### src/rtl/rc5_pkg.sv
package rc5_pkg;
   localparam int FRAME_BITS = 14;
   localparam int START_BITS = 2;
   localparam int ADDR_W     = 5;
   localparam int CMD_W      = 6;

   typedef enum logic [1:0] {
      ST_IDLE  = 2'd0,
      ST_RX    = 2'd1,
      ST_QUIET = 2'd2
   } rx_state_t;

   typedef struct packed {
      logic              toggle;
      logic [ADDR_W-1:0] addr;
      logic [CMD_W-1:0]  cmd;
   } rc5_fields_t;
endpackage

### src/rtl/rc5_line_cond.sv
module rc5_line_cond #(
   parameter int GLITCH_CYC = 4
) (
   input  logic clk,
   input  logic rst_n,
   input  logic ir_n,
   output logic burst
);
   logic [1:0] sync_q;
   logic       clean_n;

   always_ff @(posedge clk) begin
      if (!rst_n) sync_q <= 2'b11;
      else        sync_q <= {sync_q[0], ir_n};
   end

   generate
      if (GLITCH_CYC < 2) begin : g_no_filter
         assign clean_n = sync_q[1];
      end else begin : g_filter
         localparam int CW = $clog2(GLITCH_CYC);
         localparam logic [CW-1:0] C_LAST = CW'(GLITCH_CYC - 1);
         logic [CW-1:0] run_q;
         logic          level_q;

         always_ff @(posedge clk) begin
            if (!rst_n) begin
               run_q   <= '0;
               level_q <= 1'b1;
            end else if (sync_q[1] == level_q) begin
               run_q <= '0;
            end else if (run_q == C_LAST) begin
               run_q   <= '0;
               level_q <= sync_q[1];
            end else begin
               run_q <= run_q + 1'b1;
            end
         end
         assign clean_n = level_q;
      end
   endgenerate

   assign burst = ~clean_n;
endmodule

### src/rtl/rc5_frame_fsm.sv
module rc5_frame_fsm
   import rc5_pkg::*;
#(
   parameter int BIT_CYC = 32
) (
   input  logic                  clk,
   input  logic                  rst_n,
   input  logic                  burst,
   output logic                  word_done,
   output logic                  word_err,
   output logic [FRAME_BITS-1:0] word
);
   localparam int QUIET_CYC = BIT_CYC + BIT_CYC / 4;
   localparam int PW        = $clog2(QUIET_CYC + 1);
   localparam int IW        = $clog2(FRAME_BITS);
   localparam logic [PW-1:0] P_LAST  = PW'(BIT_CYC - 1);
   localparam logic [PW-1:0] P_Q1    = PW'(BIT_CYC / 4);
   localparam logic [PW-1:0] P_Q3    = PW'((3 * BIT_CYC) / 4);
   localparam logic [PW-1:0] P_ENTRY = PW'(BIT_CYC / 2 + 1);
   localparam logic [PW-1:0] P_QUIET = PW'(QUIET_CYC - 1);
   localparam logic [IW-1:0] I_LAST  = IW'(FRAME_BITS - 1);
   localparam logic [IW-1:0] I_START = IW'(START_BITS);

   rx_state_t             state_q;
   logic [PW-1:0]         phase_q;
   logic [IW-1:0]         idx_q;
   logic                  early_q;
   logic                  prev_q;
   logic [FRAME_BITS-1:0] shift_q;
   logic                  bit_val;
   logic                  halves_differ;
   logic                  start_bad;

   always_comb begin
      halves_differ = early_q ^ burst;
      bit_val       = ~early_q & burst;
      start_bad     = (idx_q < I_START) && !bit_val;
   end

   always_ff @(posedge clk) begin
      if (!rst_n) begin
         state_q   <= ST_IDLE;
         phase_q   <= '0;
         idx_q     <= '0;
         early_q   <= 1'b0;
         prev_q    <= 1'b0;
         shift_q   <= '0;
         word_done <= 1'b0;
         word_err  <= 1'b0;
      end else begin
         word_done <= 1'b0;
         word_err  <= 1'b0;
         prev_q    <= burst;
         unique case (state_q)
            ST_IDLE: begin
               if (burst && !prev_q) begin
                  state_q <= ST_RX;
                  phase_q <= P_ENTRY;
                  idx_q   <= '0;
                  early_q <= 1'b0;
               end
            end
            ST_RX: begin
               if (phase_q == P_LAST) begin
                  phase_q <= '0;
                  idx_q   <= idx_q + 1'b1;
               end else begin
                  phase_q <= phase_q + 1'b1;
               end
               if (phase_q == P_Q1) early_q <= burst;
               if (phase_q == P_Q3) begin
                  if (!halves_differ || start_bad) begin
                     word_err <= 1'b1;
                     state_q  <= ST_QUIET;
                     phase_q  <= '0;
                  end else begin
                     shift_q <= {shift_q[FRAME_BITS-2:0], bit_val};
                     if (idx_q == I_LAST) begin
                        word_done <= 1'b1;
                        state_q   <= ST_QUIET;
                        phase_q   <= '0;
                     end
                  end
               end
            end
            ST_QUIET: begin
               if (burst)                  phase_q <= '0;
               else if (phase_q == P_QUIET) state_q <= ST_IDLE;
               else                        phase_q <= phase_q + 1'b1;
            end
            default: state_q <= ST_IDLE;
         endcase
      end
   end

   assign word = shift_q;
endmodule

### src/rtl/rc5_field_reg.sv
module rc5_field_reg
   import rc5_pkg::*;
(
   input  logic                  clk,
   input  logic                  rst_n,
   input  logic                  word_done,
   input  logic                  word_err,
   input  logic [FRAME_BITS-1:0] word,
   output logic                  frame_valid,
   output logic                  frame_error,
   output rc5_fields_t           fields
);
   rc5_fields_t unpacked;

   always_comb begin
      unpacked.toggle = word[ADDR_W + CMD_W];
      unpacked.addr   = word[CMD_W +: ADDR_W];
      unpacked.cmd    = word[0 +: CMD_W];
   end

   always_ff @(posedge clk) begin
      if (!rst_n) begin
         frame_valid <= 1'b0;
         frame_error <= 1'b0;
         fields      <= '0;
      end else begin
         frame_valid <= word_done;
         frame_error <= word_err;
         if (word_done) fields <= unpacked;
      end
   end
endmodule

### src/rtl/rc5_decoder.sv
module rc5_decoder
   import rc5_pkg::*;
#(
   parameter longint unsigned CLK_HZ        = 64'd48_000_000,
   parameter longint unsigned BIT_PERIOD_NS = 64'd1_778_000,
   parameter int              GLITCH_CYC    = 16
) (
   input  logic              clk,
   input  logic              rst_n,
   input  logic              ir_n,
   output logic              frame_valid,
   output logic              frame_error,
   output logic              toggle,
   output logic [ADDR_W-1:0] address,
   output logic [CMD_W-1:0]  command
);
   localparam int BIT_CYC = int'((CLK_HZ * BIT_PERIOD_NS) / 64'd1_000_000_000);

   generate
      if (BIT_CYC < 16) begin : g_bad_period
         $error("rc5_decoder: bit period must span at least 16 clock cycles");
      end
      if (GLITCH_CYC * 8 > BIT_CYC) begin : g_bad_glitch
         $error("rc5_decoder: glitch filter must stay under one eighth of a bit");
      end
   endgenerate

   logic                  burst;
   logic                  word_done;
   logic                  word_err;
   logic [FRAME_BITS-1:0] word;
   rc5_fields_t           fields;

   rc5_line_cond #(.GLITCH_CYC(GLITCH_CYC)) i_line (
      .clk   (clk),
      .rst_n (rst_n),
      .ir_n  (ir_n),
      .burst (burst)
   );

   rc5_frame_fsm #(.BIT_CYC(BIT_CYC)) i_fsm (
      .clk       (clk),
      .rst_n     (rst_n),
      .burst     (burst),
      .word_done (word_done),
      .word_err  (word_err),
      .word      (word)
   );

   rc5_field_reg i_fields (
      .clk         (clk),
      .rst_n       (rst_n),
      .word_done   (word_done),
      .word_err    (word_err),
      .word        (word),
      .frame_valid (frame_valid),
      .frame_error (frame_error),
      .fields      (fields)
   );

   assign toggle  = fields.toggle;
   assign address = fields.addr;
   assign command = fields.cmd;
endmodule

### config.mk
export PLATFORM = sky130hd
export DESIGN_NAME = rc5_decoder
export DESIGN_NICKNAME = d
export VERILOG_FILES = /design/src/rtl/rc5_pkg.sv /design/src/rtl/rc5_line_cond.sv /design/src/rtl/rc5_frame_fsm.sv /design/src/rtl/rc5_field_reg.sv /design/src/rtl/rc5_decoder.sv
export SDC_FILE = /design/constraint.sdc
export NUM_CORES = 1
export LEC_CHECK = 0
export ABC_CLOCK_PERIOD_IN_PS = 5950
export BUFFER_PORTS_ARGS = -buffer_cell sky130_fd_sc_hd__buf_2
export CAP_MARGIN = 15
export CELL_PAD_IN_SITES_DETAIL_PLACEMENT = 0
export CELL_PAD_IN_SITES_GLOBAL_PLACEMENT = 1
export CORE_MARGIN = 2
export CORE_UTILIZATION = 35
export DETAILED_ROUTE_END_ITERATION = 12
export PLACE_DENSITY = 0.69
export SLEW_MARGIN = 0
export SYNTH_ARGS = -nofsm -noshare
export SYNTH_HDL_FRONTEND = slang
export SYNTH_SLANG_ARGS = --single-unit
### constraint.sdc
create_clock -name clk -period 5.95 [get_ports clk]
set_input_delay 0 -clock clk [delete_from_list [all_inputs] [get_ports clk]]
set_output_delay 0 -clock clk [all_outputs]
set_load 0.005 [all_outputs]
**After elaboration in Yosys (flattened, before gate mapping)**

Index checks and enable logic that the tools add are counted.

- Flip-flop bits (word level): 60
- Output and inout bits: 14
- Word-level logic and storage cells: 87

- Add/subtract/negate cells: 3
- Order comparisons: 1
- Equal/unequal tests: 17
- Mux-type cells: 23
- Bitwise operators: 9
- Reductions and logical operators: 18

Operators by type and width:

| cell | count |
|---|---|
| 17-bit two-way mux | 7 |
| 17-bit case mux with 3 select lines | 1 |
| 17-bit equality test, second input constant | 2 |
| 17-bit by 1-bit adder with 17-bit output, second input constant | 1 |
| 17-bit by 15-bit equality test with 1-bit output, second input constant | 1 |
| 17-bit by 16-bit equality test with 1-bit output, second input constant | 1 |
| 3-bit AND reduction | 5 |
| 2-bit two-way mux | 6 |
| 2-bit by 1-bit inequality test with 1-bit output, second input constant | 5 |
| 4-bit by 1-bit adder with 4-bit output, second input constant | 2 |
| 4-bit equality test, second input constant | 2 |
| 4-bit two-way mux | 2 |
| 4-bit case mux with 2 select lines | 1 |
| 1-bit inverter | 7 |
| 2-bit case mux with 3 select lines | 1 |
| 5-bit AND reduction | 1 |
| 4-bit by 2-bit < comparator with 1-bit output, second input constant | 1 |
| 1-bit two-way mux | 4 |
| 4-bit OR reduction | 1 |
| 1-bit zero test | 3 |
| 3-bit by 1-bit inequality test with 1-bit output, second input constant | 1 |
| 3-bit inequality test, second input constant | 1 |
| 3-bit nonzero test | 1 |
| 3-bit OR reduction | 1 |
| other kinds (12) | 13 |

**Longest topological paths before layout**

- Word-level depth: 8
- Mapped depth: 10
- Mapped depth without buffers: 8

**Cells and area by module**

A second synthesis with hierarchy kept.

- Cells, all modules: 358
- Area total of the unflattened synthesis: 3034.2 um2

Modules (own cells, without submodules):

| module | times used | cells each | area an instance (um2) | sequential area each (um2) |
|---|---|---|---|---|
| rc5_frame_fsm | 1 | 291 | 2263.4 | 820.8 |
| rc5_field_reg | 1 | 43 | 524.3 | 280.3 |
| rc5_line_cond | 1 | 24 | 246.5 | 140.1 |

**Worst setup path before layout**

No wires, ideal clock.

- Kind: reg2reg
- Start: register i_line.g_filter.level_q, in the netlist i_line.clean_n
- End: register i_fsm.phase_q[8]
- Library setup time: 0.106 ns
- Arrival time: 2.286 ns
- Data required time: 5.844 ns
- Setup slack: 3.558 ns
- Cell stages (with the launch flop): 9
- Clock period less this slack: 2.392 ns
- Cell sequence: dfxtp_1 > clkbuf_1 > inv_1 > ha_1 > a311oi_1 > nor3_1 > o32ai_4 > nand2_1 > o311ai_0

- Longest elaborated chain between the ends: 8

RTL lines:

| element | line | source |
|---|---|---|
| start, declared | rc5_line_cond.sv:24 | `logic level_q;` |
| start signal, assigned | rc5_line_cond.sv:34 | `level_q <= sync_q[1];` |
| 1-bit inverter * | rc5_line_cond.sv:43 | `assign burst = ~clean_n;` |
| via burst | rc5_decoder.sv:28 | `logic burst;` |
| 1-bit AND | rc5_frame_fsm.sv:36 | `bit_val = ~early_q & burst;` |
| 1-bit zero test | rc5_frame_fsm.sv:37 | `start_bad = (idx_q < I_START) && !bit_val;` |
| 1-bit logical AND | rc5_frame_fsm.sv:37 |  |
| 1-bit logical OR | rc5_frame_fsm.sv:72 | `if (!halves_differ \|\| start_bad) begin` |
| 17-bit two-way mux | rc5_frame_fsm.sv:72 |  |
| 17-bit two-way mux | rc5_frame_fsm.sv:71 | `if (phase_q == P_Q3) begin` |
| 17-bit case mux with 3 select lines | rc5_frame_fsm.sv:54 | `unique case (state_q)` |
| end signal, assigned | rc5_frame_fsm.sv:68 | `phase_q <= phase_q + 1'b1;` |
| end signal, assigned | rc5_frame_fsm.sv:89 | `else phase_q <= phase_q + 1'b1;` |
| end, declared | rc5_frame_fsm.sv:25 | `logic [PW-1:0] phase_q;` |

The timed path passes the listed nets; every way through them passes the cells marked *.
A chain may end at the register's enable or synchronous reset.

**Worst setup path after layout**

- Start: register i_line.g_filter.level_q, in the netlist i_line.clean_n
- End: register i_fsm.phase_q[15]

- Longest elaborated chain between the ends: 8

RTL lines:

| element | line | source |
|---|---|---|
| 1-bit inverter | rc5_line_cond.sv:43 |  |
| via burst | rc5_decoder.sv:28 |  |
| 1-bit AND | rc5_frame_fsm.sv:36 |  |
| via i_fsm.bit_val | rc5_frame_fsm.sv:30 | `logic bit_val;` |
| 1-bit zero test | rc5_frame_fsm.sv:37 |  |
| 1-bit logical AND | rc5_frame_fsm.sv:37 |  |
| 1-bit logical OR | rc5_frame_fsm.sv:72 |  |
| 17-bit two-way mux | rc5_frame_fsm.sv:72 |  |
| 17-bit two-way mux | rc5_frame_fsm.sv:71 |  |
| 17-bit case mux with 3 select lines | rc5_frame_fsm.sv:54 |  |

The timed path passes the listed nets, and every way through them passes these cells.

==> summary.md <==
The run finished with clean final reports. Number of port buffers: 16. For this configuration, the core starts out at a cell density of 35.75%. The die is 95.15 um wide. For this design the top-level I/O count stands at 17. The aggregate global routing overflow came out at 0. Derived from the worst setup path, the maximum achievable clock frequency is 0.3535 GHz.

The clock slew at the register clock pins of the worst setup and hold paths was 60 ps; the total negative setup slack was 0 ps. For this block, the initial DRC count from the detailed router was 162. The post-route netlist has 11.36% of its cells at a drive strength greater than 1. After detailed routing, the total wire length is 6313 um.

Setup repair after global routing left no endpoint under its margin. Data arrives at the worst endpoint at 3040 ps. Once placement completed, the tool counted placed cells totaling 440. The logs give 1.259 nW for the leakage power total and 15.38% for the total global-route track usage. The initialized floorplan defines 33 standard-cell rows.

The transition at the pin with the smallest max-transition slack works out to 1036 ps. After detailed routing, the number of remaining DRC violations is 0. Synthesis produced 334 cells.

The required time of the critical path came out at 6170 ps. The first global-routing pass estimated 10700 um of wire. Clock latency on the worst-skew pair, taken at its later pin, is 330 ps. Of all flip-flops after synthesis, the portion carrying an async set or reset was 0%. The total of flip-flops plus latches after synthesis works out to 60. The worst setup path is captured at a flip-flop. CTS saw 60 sinks. The repair_antennas step left the layout with diodes totalling 0.

Measured against its own limit, the worst slew margin works out to 30.86%. The count of flip-flops with a built-in enable after synthesis was 0. The minimum period implied by the final worst setup slack came out at 2829 ps. Root cell of the clock tree: sky130_fd_sc_hd__clkbuf_8.

The max-cap violation count is 0. The remaining antenna violation count was 0. Of all nets on the critical path, the largest fanout is 9.

The final number of hold-violating endpoints is 0. The number of global-route vias before repair was 2169; the part of the cycle the worst path needs was 47.55%. The detailed placer's ending HPWL was 4465 um; the number of fillers in the final layout was 855. The number of antenna violations at the first check in global routing was 0; the routed wirelength normalized by instance count was 13.81 um. Average cell area after synthesis: 8.706 um2.

Counting along the longest clock path gives a buffer depth of 2. The number of nets in the synthesized netlist is 347. The number of buffers inserted by hold repair at cts is 1. TritonCTS built the clock tree.

After floorplanning, the core was sized to cover 8134 um2. The number of standard cells in the final layout excluding fillers came out at 457. Dividing the detail-routed via count by the number of cells gives 5.193. The number of different library cells used by synthesis comes to 50.

The share of the yosys chip area belonging to registers was 41.31%; the via count was 2373. Setup violations remaining at the end of the flow were counted as 0. The most used flip-flop cell after synthesis is sky130_fd_sc_hd__dfxtp_1.

The H-tree level count was 3; the area added between synthesis and finish was 11.92%. The final layout contains 360 nets. For the maximum vdd drop, the log shows 0.0001058 V. The tools report the routability congestion estimate as 0.8382. Buffers added to address setup during post-CTS repair amount to 0. The number of clock buffers added by TritonCTS is 9. The critical path in this run is classified as reg2reg. The largest net degree at the start of global routing came out at 34.

The sort of element at the start of the critical path was a flip-flop. The total of warnings raised by yosys came out at 0. The run gives 0 as the final max-slew violation count.

The path class of the tightest hold or removal check is in2reg. The vertical die dimension is 95.15 um. Clock skew on the completed layout was measured at 6.221 ps.

The floorplan step defined a die boundary enclosing 9054 um2. For this design the ratio of total power to cell area is 265.6 nW/um2. The pre-antenna-repair detailed-routing pass consisted of 4 iterations.

The run gives 2908 um2 as the post-synth design cell area. In this run, post-CTS repair resized a total of 0 instances.
-- synthesized netlist by cell type (2+ instances only) --
library cell | instances | area, um2
sky130_fd_sc_hd__buf_2 | 2 | 10.01
sky130_fd_sc_hd__o311ai_0 | 2 | 17.52
sky130_fd_sc_hd__clkbuf_1 | 10 | 37.54
sky130_fd_sc_hd__and2_1 | 6 | 37.54
sky130_fd_sc_hd__nor3_1 | 5 | 25.02
sky130_fd_sc_hd__and4_1 | 2 | 17.52
sky130_fd_sc_hd__nand3_1 | 25 | 125.1
sky130_fd_sc_hd__or2_2 | 3 | 18.77
sky130_fd_sc_hd__o22ai_1 | 7 | 43.79
sky130_fd_sc_hd__dfxtp_1 | 60 | 1201
sky130_fd_sc_hd__inv_1 | 20 | 75.07
sky130_fd_sc_hd__o21ai_0 | 6 | 30.03
sky130_fd_sc_hd__o31ai_1 | 3 | 22.52
sky130_fd_sc_hd__nor4_1 | 3 | 18.77
sky130_fd_sc_hd__ha_1 | 10 | 125.1
sky130_fd_sc_hd__nor3b_1 | 2 | 15.01
sky130_fd_sc_hd__or3_1 | 2 | 12.51
sky130_fd_sc_hd__xnor2_1 | 2 | 17.52
sky130_fd_sc_hd__mux2i_1 | 27 | 270.3
sky130_fd_sc_hd__nand2_1 | 27 | 101.4
sky130_fd_sc_hd__nor2b_1 | 2 | 12.51
sky130_fd_sc_hd__and3_1 | 7 | 43.79
sky130_fd_sc_hd__nand2b_1 | 3 | 18.77
sky130_fd_sc_hd__a21boi_0 | 2 | 15.01
sky130_fd_sc_hd__xor2_1 | 3 | 26.28
sky130_fd_sc_hd__a211oi_1 | 2 | 15.01
sky130_fd_sc_hd__nor2_1 | 43 | 161.4
sky130_fd_sc_hd__nand3b_1 | 2 | 15.01
sky130_fd_sc_hd__o31a_1 | 4 | 35.03
sky130_fd_sc_hd__a311oi_1 | 2 | 17.52
sky130_fd_sc_hd__a21oi_1 | 13 | 65.06
sky130_fd_sc_hd__o311ai_1 | 3 | 26.28
sky130_fd_sc_hd__nand4_1 | 7 | 43.79
-- worst max-delay path, stage by stage, from the launching register on --
cell and delay [ps]:
sky130_fd_sc_hd__dfxtp_1 490, sky130_fd_sc_hd__inv_1 120, sky130_fd_sc_hd__ha_1 240, sky130_fd_sc_hd__nor4_1 460, sky130_fd_sc_hd__a311oi_1 130, sky130_fd_sc_hd__o31ai_1 630, sky130_fd_sc_hd__o21ai_0 310, sky130_fd_sc_hd__a21boi_0 240
sky130_fd_sc_hd__o22ai_1 90
-- placed cells by master (no fill, tap or decap), types with 10 or more instances in the layout --
cell type / synthesis / routed
sky130_fd_sc_hd__a21oi_1: 13 / 13
sky130_fd_sc_hd__dfxtp_1: 60 / 60
sky130_fd_sc_hd__nor2_1: 43 / 43
sky130_fd_sc_hd__nand3_1: 25 / 25
sky130_fd_sc_hd__buf_2: 2 / 16
sky130_fd_sc_hd__ha_1: 10 / 10
sky130_fd_sc_hd__clkbuf_8: 0 / 11
sky130_fd_sc_hd__inv_1: 20 / 20
sky130_fd_sc_hd__mux2i_1: 27 / 27
sky130_fd_sc_hd__nand2_1: 27 / 27
-- sequential cells by signal, indices dropped and copies added (netlist names) --
signal / flops
i_fields.frame_valid: 1
i_fsm.prev_q: 1
i_fsm.state_q: 2
i_fsm.word: 12
i_fields.fields: 12
i_line.sync_q: 2
i_fsm.phase_q: 17
i_fsm.idx_q: 4
i_fsm.word_err: 1
i_line.g_filter.run_q: 4
i_fields.frame_error: 1
i_line.clean_n: 1
i_fsm.word_done: 1
i_fsm.early_q: 1
-- routing by layer --
metal	vias to the layer above	wire [um]	global-route usage, %	part of all wire, %
met4	0	114	6.280	1.8
met3	13	334	4.190	5.3
met1	1089	3076	20.94	49
met5	-	0	0	0
met2	62	2787	22.89	44
li1	1209	-	-	-
-- per-stage QoR --
step           hold WS [ps]  power [mW]  util [%]  instance area, um2  setup slack (ps)
2_1_floorplan         101.5      0.4826         -                2908              3558
4_1_cts               16.10      0.8755     40.01                3254              3198
3_5_place_dp          183.8      0.5012     37.39                3042              3229
6_report              40.97      0.8644     40.01                3254              3121
3_3_place_gp          184.7      0.5013     37.39                3042              3337
5_1_grt               67.68      0.9068     40.01                3254              2777
-- logic make-up after synthesis --
group,synth area share [%]
AND/OR/NAND/NOR,26.16
flip-flops,41.31
AO/OA/AOI/OAI,12.18
buffers and inverters,5.249
multiplexers,9.294
adder cells (fa/ha/maj),4.303
XOR/XNOR,1.506
-- path summary, 6_finish.rpt --
kind	start	to	slack, ps	cells past startpoint
min reg2reg	i_line.sync_q[0]	i_line.sync_q[1]	400	1
min	rst_n	i_line.clean_n	40	2
max	i_line.clean_n	i_fsm.phase_q[15]	3120	8
max reg2reg	i_line.clean_n	i_fsm.phase_q[15]	3120	8
-- report_power, final --
| part | switching [mW] | internal (mW) | total [mW] |
|---|---|---|---|
| clock network | 0.156 | 0.215 | 0.371 |
| registers | 0.0160 | 0.411 | 0.427 |
| logic | 0.0406 | 0.0259 | 0.0666 |
-- layout make-up --
cell class,count,area (um2),share of cell area [%]
tap,105,131.4,4.037
sequential,60,1201,36.91
timing repair buffer,17,90.09,2.768
inverter,20,75.07,2.307
multi-input combinational,239,1554,47.75
clock buffer,12,155.1,4.767
clock inverter,4,47.55,1.461
No activity file was read; power rests on OpenSTA's default activity.
